==> src/rtl/fault_escalate.sv <==
module fault_escalate #(
  parameter int AW = 32,
  parameter int PW = 8
) (
  input  logic          clk,
  input  logic          rst_n,
  input  logic          flt_valid,
  input  logic [1:0]    flt_kind,
  input  logic [AW-1:0] flt_addr,
  input  logic          flt_addr_ok,
  input  logic          flt_stk,
  input  logic [1:0]    flt_stk_tgt,
  input  logic [PW-1:0] prio_mem,
  input  logic [PW-1:0] prio_bus,
  input  logic [PW-1:0] prio_usg,
  input  logic          en_mem,
  input  logic          en_bus,
  input  logic          en_usg,
  input  logic          in_handler,
  input  logic [PW-1:0] cur_prio,
  input  logic          hf_active,
  input  logic          nmi_active,
  input  logic          wr_en,
  input  logic [1:0]    wr_sel,
  input  logic [1:0]    wr_data,
  output logic          go_cfg,
  output logic          go_hard,
  output logic          lockup,
  output logic [1:0]    go_kind,
  output logic [1:0]    hsr,
  output logic [1:0]    msr,
  output logic [1:0]    bsr,
  output logic [1:0]    usr,
  output logic [AW-1:0] mar,
  output logic          mar_ok,
  output logic [AW-1:0] bar,
  output logic          bar_ok
);

  localparam logic [1:0] K_MEM = 2'd0;
  localparam logic [1:0] K_BUS = 2'd1;
  localparam logic [1:0] K_USG = 2'd2;

  logic          take;
  logic [PW-1:0] f_prio;
  logic          f_en;
  logic          blocked, exempt, promote;
  logic          d_cfg, d_hard, d_lock;

  assign take = flt_valid && (flt_kind != 2'd3);

  always_comb begin
    case (flt_kind)
      K_MEM:   begin f_prio = prio_mem; f_en = en_mem; end
      K_BUS:   begin f_prio = prio_bus; f_en = en_bus; end
      default: begin f_prio = prio_usg; f_en = en_usg; end
    endcase
  end

  assign blocked = hf_active || nmi_active;
  assign exempt  = (flt_kind == K_BUS) && flt_stk && (flt_stk_tgt == K_BUS);
  assign promote = !f_en || (in_handler && (f_prio >= cur_prio));
  assign d_lock  = take && blocked;
  assign d_cfg   = take && !blocked && (exempt || !promote);
  assign d_hard  = take && !blocked && !exempt && promote;

  logic [1:0] clr_h, clr_m, clr_b, clr_u;
  logic [1:0] set_h, set_m, set_b, set_u;
  logic       cap_m, cap_b;

  assign clr_h = (wr_en && wr_sel == 2'd0) ? wr_data : 2'b00;
  assign clr_m = (wr_en && wr_sel == 2'd1) ? wr_data : 2'b00;
  assign clr_b = (wr_en && wr_sel == 2'd2) ? wr_data : 2'b00;
  assign clr_u = (wr_en && wr_sel == 2'd3) ? wr_data : 2'b00;

  assign set_h = {d_lock, d_hard};
  assign set_m = (take && flt_kind == K_MEM) ? {flt_stk, 1'b1} : 2'b00;
  assign set_b = (take && flt_kind == K_BUS) ? {flt_stk, 1'b1} : 2'b00;
  assign set_u = (take && flt_kind == K_USG) ? {flt_stk, 1'b1} : 2'b00;
  assign cap_m = take && flt_kind == K_MEM && flt_addr_ok;
  assign cap_b = take && flt_kind == K_BUS && flt_addr_ok;

  always_ff @(posedge clk or negedge rst_n) begin
    if (!rst_n) begin
      go_cfg  <= 1'b0;
      go_hard <= 1'b0;
      lockup  <= 1'b0;
      go_kind <= 2'd0;
      hsr     <= 2'b00;
      msr     <= 2'b00;
      bsr     <= 2'b00;
      usr     <= 2'b00;
      mar     <= '0;
      bar     <= '0;
      mar_ok  <= 1'b0;
      bar_ok  <= 1'b0;
    end else begin
      go_cfg  <= d_cfg;
      go_hard <= d_hard;
      lockup  <= d_lock;
      if (take) go_kind <= flt_kind;
      hsr <= (hsr & ~clr_h) | set_h;
      msr <= (msr & ~clr_m) | set_m;
      bsr <= (bsr & ~clr_b) | set_b;
      usr <= (usr & ~clr_u) | set_u;
      if (cap_m)         begin mar <= flt_addr; mar_ok <= 1'b1; end
      else if (clr_m[0]) mar_ok <= 1'b0;
      if (cap_b)         begin bar <= flt_addr; bar_ok <= 1'b1; end
      else if (clr_b[0]) bar_ok <= 1'b0;
    end
  end

  a_r1_one_outcome: assert property (@(posedge clk) disable iff (!rst_n)
    $onehot0({go_cfg, go_hard, lockup}));

  a_r1_needs_report: assert property (@(posedge clk) disable iff (!rst_n)
    flt_valid && flt_kind != 2'd3 |=> (go_cfg || go_hard || lockup));

  a_r2_lockup_blocked: assert property (@(posedge clk) disable iff (!rst_n)
    (flt_valid && flt_kind != 2'd3 && (hf_active || nmi_active)) |=> lockup);

  a_r3_bus_stack_entry: assert property (@(posedge clk) disable iff (!rst_n)
    (flt_valid && flt_kind == 2'd1 && flt_stk && flt_stk_tgt == 2'd1 && !hf_active && !nmi_active)
      |=> go_cfg);

  a_r7_forced_sticky: assert property (@(posedge clk) disable iff (!rst_n)
    go_hard |-> hsr[0]);

  a_r10_valid_drop: assert property (@(posedge clk) disable iff (!rst_n)
    $fell(mar_ok) |-> $past(wr_en && wr_sel == 2'd1 && wr_data[0]));

endmodule

==> config.mk <==
export PLATFORM = sky130hd
export DESIGN_NAME = fault_escalate
export DESIGN_NICKNAME = d
export VERILOG_FILES = /design/src/rtl/fault_escalate.sv
export SDC_FILE = /design/constraint.sdc
export NUM_CORES = 1
export LEC_CHECK = 0
export CORE_ASPECT_RATIO = 2
export CORE_UTILIZATION = 40
export CTS_CLUSTER_DIAMETER = 120
export DETAILED_ROUTE_END_ITERATION = 7
export DONT_BUFFER_PORTS = 1
export SKIP_LAST_GASP = 1
export SYNTH_ARGS = -nofsm -noshare
export SYNTH_HDL_FRONTEND = slang
export SYNTH_SLANG_ARGS = --single-unit
==> constraint.sdc <==
create_clock -name clk -period 0.9 [get_ports clk]
set_input_delay 0.135 -clock clk [delete_from_list [all_inputs] [get_ports clk]]
set_output_delay 0.135 -clock clk [all_outputs]
set_load 0.005 [all_outputs]
==> results of run 1 <==
[power groups by stage]
stage                     clock network, uW  logic, uW  registers [uW]
after floorplan                           0       1090            4760
after global placement                    0       1150            4980
after detailed placement                  0       1190            5000
after CTS                              3960       1360            4940
after global routing                   4110       1550            5020
final                                  3850       1430            4920
[flip-flops by register name, summed over array words and instances, names as in the netlist]
register and flops:
hsr 2, bar_ok 1, mar_ok 1, bar 32, lockup 1, go_kind 2, msr 2, mar 32
bsr 2, go_hard 1, usr 2, go_cfg 1
[through the flow]
| step | total power, uW | instances | area, um2 | setup WS, ns | utilization |
|---|---|---|---|---|---|
| final | 10200 | 414 | 4560 | -0.564 | 0.527 |
| after global routing | 10700 | 414 | 4560 | -0.607 | 0.527 |
| after CTS | 10300 | 407 | 4420 | -0.486 | 0.512 |
| after detailed placement | 6180 | 352 | 3710 | -0.876 | 0.429 |
| after global placement | 6130 | 352 | 3710 | -0.792 | 0.429 |
| after floorplan | 5850 | 254 | 3630 | -0.924 | - |
[how the worst max path moves through the flow]
stage / startpoint / to / slack [ns] / cells past startpoint
after detailed placement: flt_kind[0] / hsr[0]$_DFF_PN0_ / -0.88 / 8
final: flt_kind[0] / hsr[0]$_DFF_PN0_ / -0.56 / 8
after floorplan: flt_kind[0] / hsr[0]$_DFF_PN0_ / -0.92 / 10
after global placement: flt_kind[0] / hsr[0]$_DFF_PN0_ / -0.79 / 8
after CTS: flt_kind[0] / hsr[0]$_DFF_PN0_ / -0.49 / 9
after global routing: flt_kind[0] / hsr[0]$_DFF_PN0_ / -0.61 / 8
[area by class of cell]
| type | instances | area [um2] |
|---|---|---|
| Fill cell | 730 | 4090 |
| Sequential cell | 79 | 1980 |
| Multi-Input combinational cell | 156 | 1510 |
| Timing Repair Buffer | 56 | 599 |
| Clock buffer | 10 | 229 |
| Tap cell | 100 | 125 |
| Clock inverter | 6 | 93.8 |
| Inverter | 7 | 26.3 |
[metal layers]
layer | vias to the layer above | share of wire | wire length [um]
met5 | - | 0 | 0
met4 | 0 | 0.052 | 429
met3 | 28 | 0.065 | 541
met2 | 126 | 0.56 | 4680
met1 | 1110 | 0.32 | 2640
li1 | 1010 | - | -
[logic make-up (layout without fill, tap and decap cells)]
| kind of cell | count (synthesis) | count (layout) | synth area share |
|---|---|---|---|
| mux | 73 | 73 | 0.257 |
| simple gates | 48 | 48 | 0.0701 |
| fa+ha+maj | 8 | 8 | 0.0280 |
| compound gates | 27 | 27 | 0.0494 |
| buf+inv | 19 | 79 | 0.0417 |
| flops | 79 | 79 | 0.553 |
[cell usage in the layout, fill, tap and decap left out, types with 8 or more instances in the layout]
cell type	count
dfrtp_1	79
mux2i_1	9
mux2_2	32
buf_4	9
clkbuf_16	11
nor2_1	8
nand2_1	19
o21ai_0	8
mux2_4	32
ha_1	8
dlygate4sd3_1	41
[timing repair]
action,CTS,global route
endpoints found under the setup margin,4,29
hold buffers,39,2
setup buffers,0,2
pin swaps,1,7
resized for setup,1,9
endpoints found under the hold margin,152,81
gates cloned,0,3
==> run summary, run 1 <==
Slew @ Worst Pin: 0.318 ns
Final Max Tran Viols: 0
Mean Syn Cell Area: 14.1 um2
clock slew at reported path FFs: 0.06 ns
Die Height: 136 um
DRC viols: 0
all-layer global routing usage: 0.174
switch share: 0.241
initial antenna violation count: 0
Gate Count Post-Synth: 254
detail-routed via count per cell: 5.49
CTS max path bufs: 2
Die Span X: 68.8 um
TNS Setup: -1.84 ns
final hold violation count: 79
peak supply drop: 1.01 mV
PD cells: 2240 nW/um2
WL/cell: 20.0 um
DR pass1 iterations: 4
final worst clock skew: 0 ns
yosys warns: 0
final hold slack: -0.502 ns
Clock power frac: 0.377
combinational power share: 0.141
number of max-cap violations: 0
GR peak layer: met2
Post-synth EDFFs: 0
most frequent cell after synthesis: dfrtp_1
synth cell count leaders: dfrtp_1 (79), mux2_2 (35), mux2_4 (29), nand2_1 (19), o21ai_0 (11)
CP max FO: 12
hpwl dp: 5.75 mm
Placeable Area: 8650 um2
Final Cycle Share: 1.63
CP startpoint kind: input port
worst setup path class: in -> reg
Cell Chain, Critical Path: mux2i_1, o21ai_1, ha_1, nor2b_4, o211a_1, o311ai_4, and3_4, o21ai_2
layout cells sized above 1: 0.338
Overflow after GRT: 0
max_slew headroom: 0.785
worst skew pair latency: 0.32 ns
violated checks: hold timing, setup timing
antenna viol nets, final: 0
RSZ-0062 raised after global routing: yes
R2R setup slack: 0.08 ns
reg2reg end: mar[13]$_DFFE_PN0P_
Sink Count: 79
GR Layer Usage met2: 0.321
RR Startpoint: mar[13]$_DFFE_PN0P_
syn_nets: 346
crit path capture type: flop
Synth area leaders: dfrtp_1 (55%), mux2_4 (12%), mux2_2 (11%)
sequential area share after synthesis: 0.553
top_reg_cell synth: dfrtp_1
n_diodes: 0
leak pwr: 0.00208 uW
total CTS buffers: 9
RePlAce Congestion: 0.770
Net Sw Power: 2460 uW
ys async rst share: 1.00
post-synthesis instance area: 3570 um2
crit-path max cell delay: 0.32 ns
GR Util met3: 0.0572
met1 usage: 0.149
Port Buffers: 0
vias in the first global route: 2350
largest net degree at the start of global routing: 80
Crit-path slowest cell: ha_1
Synth area leader: dfrtp_1
Root Buffer: clkbuf_16
CP top delay family: compound AO/OA/AOI/OAI gates
part of the power in registers: 0.482
CP required: 1.10 ns
Max Clk Rate: 683 MHz
area grow syn2layout: 27.6%
die area: 9340 um2
fin nets: 401
IO Count: 163
CP arrival: 1.67 ns
total number of vias: 2274
Initial Util: 0.413
H-tree depth: 3
Synth top area share: 0.553
Final WS setup: -0.564 ns
Crit path buffers/inverters: 0
Pint: 7740 uW
Synth Register Bits: 79
CTS tree: built
fin crit period: 1.46 ns
r2r worst-path depth: 1
worst hold path class: in -> async
Std-Cell Rows: 48
detailed router's first-iteration violation count: 63
total routed wirelength: 8.28 mm
global-route wire length before repair: 11.6 mm
synth unique cells: 31
status: finished, violations left
Final Setup Violations: 21
(Power assumes the default switching activity.)
==> run 2, diff against run 1 <==
--- a/config.mk
+++ b/config.mk
@@ -6,10 +6,11 @@
 export NUM_CORES = 1
 export LEC_CHECK = 0
 export CORE_ASPECT_RATIO = 2
-export CORE_UTILIZATION = 40
+export CORE_UTILIZATION = 60
 export CTS_CLUSTER_DIAMETER = 120
 export DETAILED_ROUTE_END_ITERATION = 7
 export DONT_BUFFER_PORTS = 1
+export PLACE_DENSITY = 0.76
 export SKIP_LAST_GASP = 1
 export SYNTH_ARGS = -nofsm -noshare
 export SYNTH_HDL_FRONTEND = slang
==> run summary, run 2 (synthesis gave the netlist of run 1 again) <==
status: finished, violations left
violated checks: hold timing, setup timing
Place WS: -0.812 ns (+0.0637 ns)
Reg area: 1980 um2 (unchanged)
largest net degree at the start of global routing: 80 (unchanged)
hpwl dp: 5.27 mm (-8.4%)
Initial Util: 0.626 (+0.213)
commonest non-fill, non-tap cells in the layout: dfrtp_1 (79), dlygate4sd3_1 (37), mux2_2 (32), mux2_4 (32), nand2_1 (19)
RSZ-0062 raised after global routing: yes
global-route wire length before repair: 12.3 mm (+6.1%)
CP max FO: 13 (+1)
CP required: 1.15 ns (+0.05 ns)
CP startpoint kind: input port
TNS Setup: -1.53 ns (+0.314 ns)
hold buffers post-CTS: 39 (unchanged)
r2r worst-path depth: 2 (+1)
Sink Count: 79 (unchanged)
total number of vias: 2297 (+1.0%)
Std-Cell Rows: 39 (-19%)
Crit path buffers/inverters: 1 (+1)
CTS tree: built
IO Count: 163 (unchanged)
fin nets: 399 (-0.50%)
PD cells: 2300 nW/um2 (+2.8%)
detail-routed via count per cell: 6.17 (+12%)
DRC viols: 0 (unchanged)
Die Span X: 56.6 um (-18%)
leak pwr: 0.00210 uW (+1.0%)
largest registers: bar: 32 flops, mar: 32 flops
clock slew at reported path FFs: 0.05 ns (about the same)
Port Buffers: 0 (unchanged)
RR Startpoint: hsr[0]$_DFF_PN0_
Root Buffer: clkbuf_16
Filler Cell Count: 323 (-56%)
layout cells sized above 1: 0.322 (-0.0160)
detailed router's first-iteration violation count: 72 (+14%)
vias in the first global route: 2472 (+5.2%)
Overflow after GRT: 0 (unchanged)
reg2reg end: hsr[0]$_DFF_PN0_
Die Height: 111 um (-18%)
Crit-path slowest cell: ha_1
total routed wirelength: 8.13 mm (-1.8%)
worst skew pair latency: 0.32 ns (about the same)
die area: 6280 um2 (-33%)
Cell Chain, Critical Path: mux2i_1, o21ai_1, ha_1, nor2b_4, o211a_1, o311ai_2, buf_4, nand3_1, a21oi_1
peak supply drop: 2.36 mV (+130%)
Post-Layout Cell Count: 372 (-10%)
Placeable Area: 5710 um2 (-34%)
RePlAce Congestion: 0.760 (-1.3%)
final hold slack: -0.500 ns (+0.00169 ns)
H-tree depth: 3 (unchanged)
area grow syn2layout: 25.8%
crit-path max cell delay: 0.30 ns (-0.02 ns)
CP top delay family: compound AO/OA/AOI/OAI gates
final hold violation count: 79 (unchanged)
max_slew headroom: 0.749 (-0.0357)
number of max-cap violations: 0 (unchanged)
Final WS setup: -0.506 ns (+0.0581 ns)
Max Clk Rate: 711 MHz (+4.1%)
antenna viol nets, final: 0 (unchanged)
total CTS buffers: 9 (unchanged)
CP arrival: 1.66 ns (about the same)
Final Setup Violations: 18 (-14%)
Final Max Tran Viols: 0 (unchanged)
area of the multi-input gates: 1480 um2 (-1.7%)
crit path capture type: flop
R2R setup slack: 0.06 ns (-0.02 ns)
WL/cell: 21.9 um (+9.3%)
initial antenna violation count: 0 (unchanged)
fin crit period: 1.41 ns (-0.0581 ns)
Cells after DPL: 312 (-11%)
Final Cycle Share: 1.56 (-0.0646)
worst setup path class: in -> reg
Slew @ Worst Pin: 0.373 ns (+0.0547 ns)
final worst clock skew: 0 ns (unchanged)
CTS max path bufs: 2 (unchanged)
all-layer global routing usage: 0.265 (+0.0908)
n_diodes: 0 (unchanged)
most common cell after layout, fill and taps aside: dfrtp_1
final core occ: 0.787 (+0.260)
Worst path depth: 9 (+1)
DR pass1 iterations: 4 (unchanged)
post-layout power: 10300 uW (+1.4%)
worst hold path class: in -> async
==> run 2: changes by cell type in the layout (fill, tap and decap cells not counted), sizes merged <==
| cell | previous run | this run |
|---|---|---|
| dlygate4sd3 | 41 | 37 |
| dlymetal6s4s | 0 | 2 |
| bufinv | 2 | 3 |
| clkbuf | 12 | 13 |
| clkinv | 2 | 1 |
| clkinvlp | 1 | 0 |
| inv | 8 | 7 |
==> run 2: worst reg2reg max path: stages (launching register included) <==
cell,delay [ns]
dfrtp_1,0.43
o31ai_1,0.13
o21ai_0,0.15
==> run 2: area by class of cell <==
| class | count | area share |
|---|---|---|
| Clock buffer | 11 | 0.0518 |
| Clock inverter | 4 | 0.0212 |
| Inverter | 7 | 0.00584 |
| Multi-Input combinational cell | 156 | 0.330 |
| Sequential cell | 79 | 0.440 |
| Tap cell | 61 | 0.0170 |
| Timing Repair Buffer | 54 | 0.135 |
==> run 2: worst max-delay path by stage <==
stage                      from                to
floorplan           flt_kind[0]  hsr[0]$_DFF_PN0_
global placement    flt_kind[0]  hsr[0]$_DFF_PN0_
detailed placement  flt_kind[0]  hsr[0]$_DFF_PN0_
CTS                 flt_kind[0]  hsr[0]$_DFF_PN0_
global route        flt_kind[0]  hsr[0]$_DFF_PN0_
finish              flt_kind[0]  go_cfg$_DFF_PN0_
==> run 2: where the power goes <==
group	leakage, uW	switching [uW]	internal [uW]	total, uW
Combinational	0.000995	438	987	1420
Clock	0.000160	1280	2690	3970
Sequential	0.000945	651	4290	4940
==> run 2: repair_timing <==
action,4_1_cts,5_1_grt
endpoints found under the setup margin,3,24
gates resized for setup,2,4
setup buffers,1,3
endpoints found under the hold margin,152,79
pin swaps,4,5
cloned,0,2
==> run 2: through the flow <==
stage	hold slack (ns)	cell area, um2
after floorplan	-0.161	3630
after global placement	-0.159	3680
after detailed placement	-0.159	3680
after CTS	-0.513	4410
after global routing	-0.517	4500
final	-0.500	4500
==> run 2: metal layers <==
layer  global-route usage  wire length [um]  up-vias
met4                0.138               285        0
met5                    0                 0        -
met1                0.251              2630     1141
li1                     -                 -      997
met3               0.0770               529       20
met2                0.490              4690      139
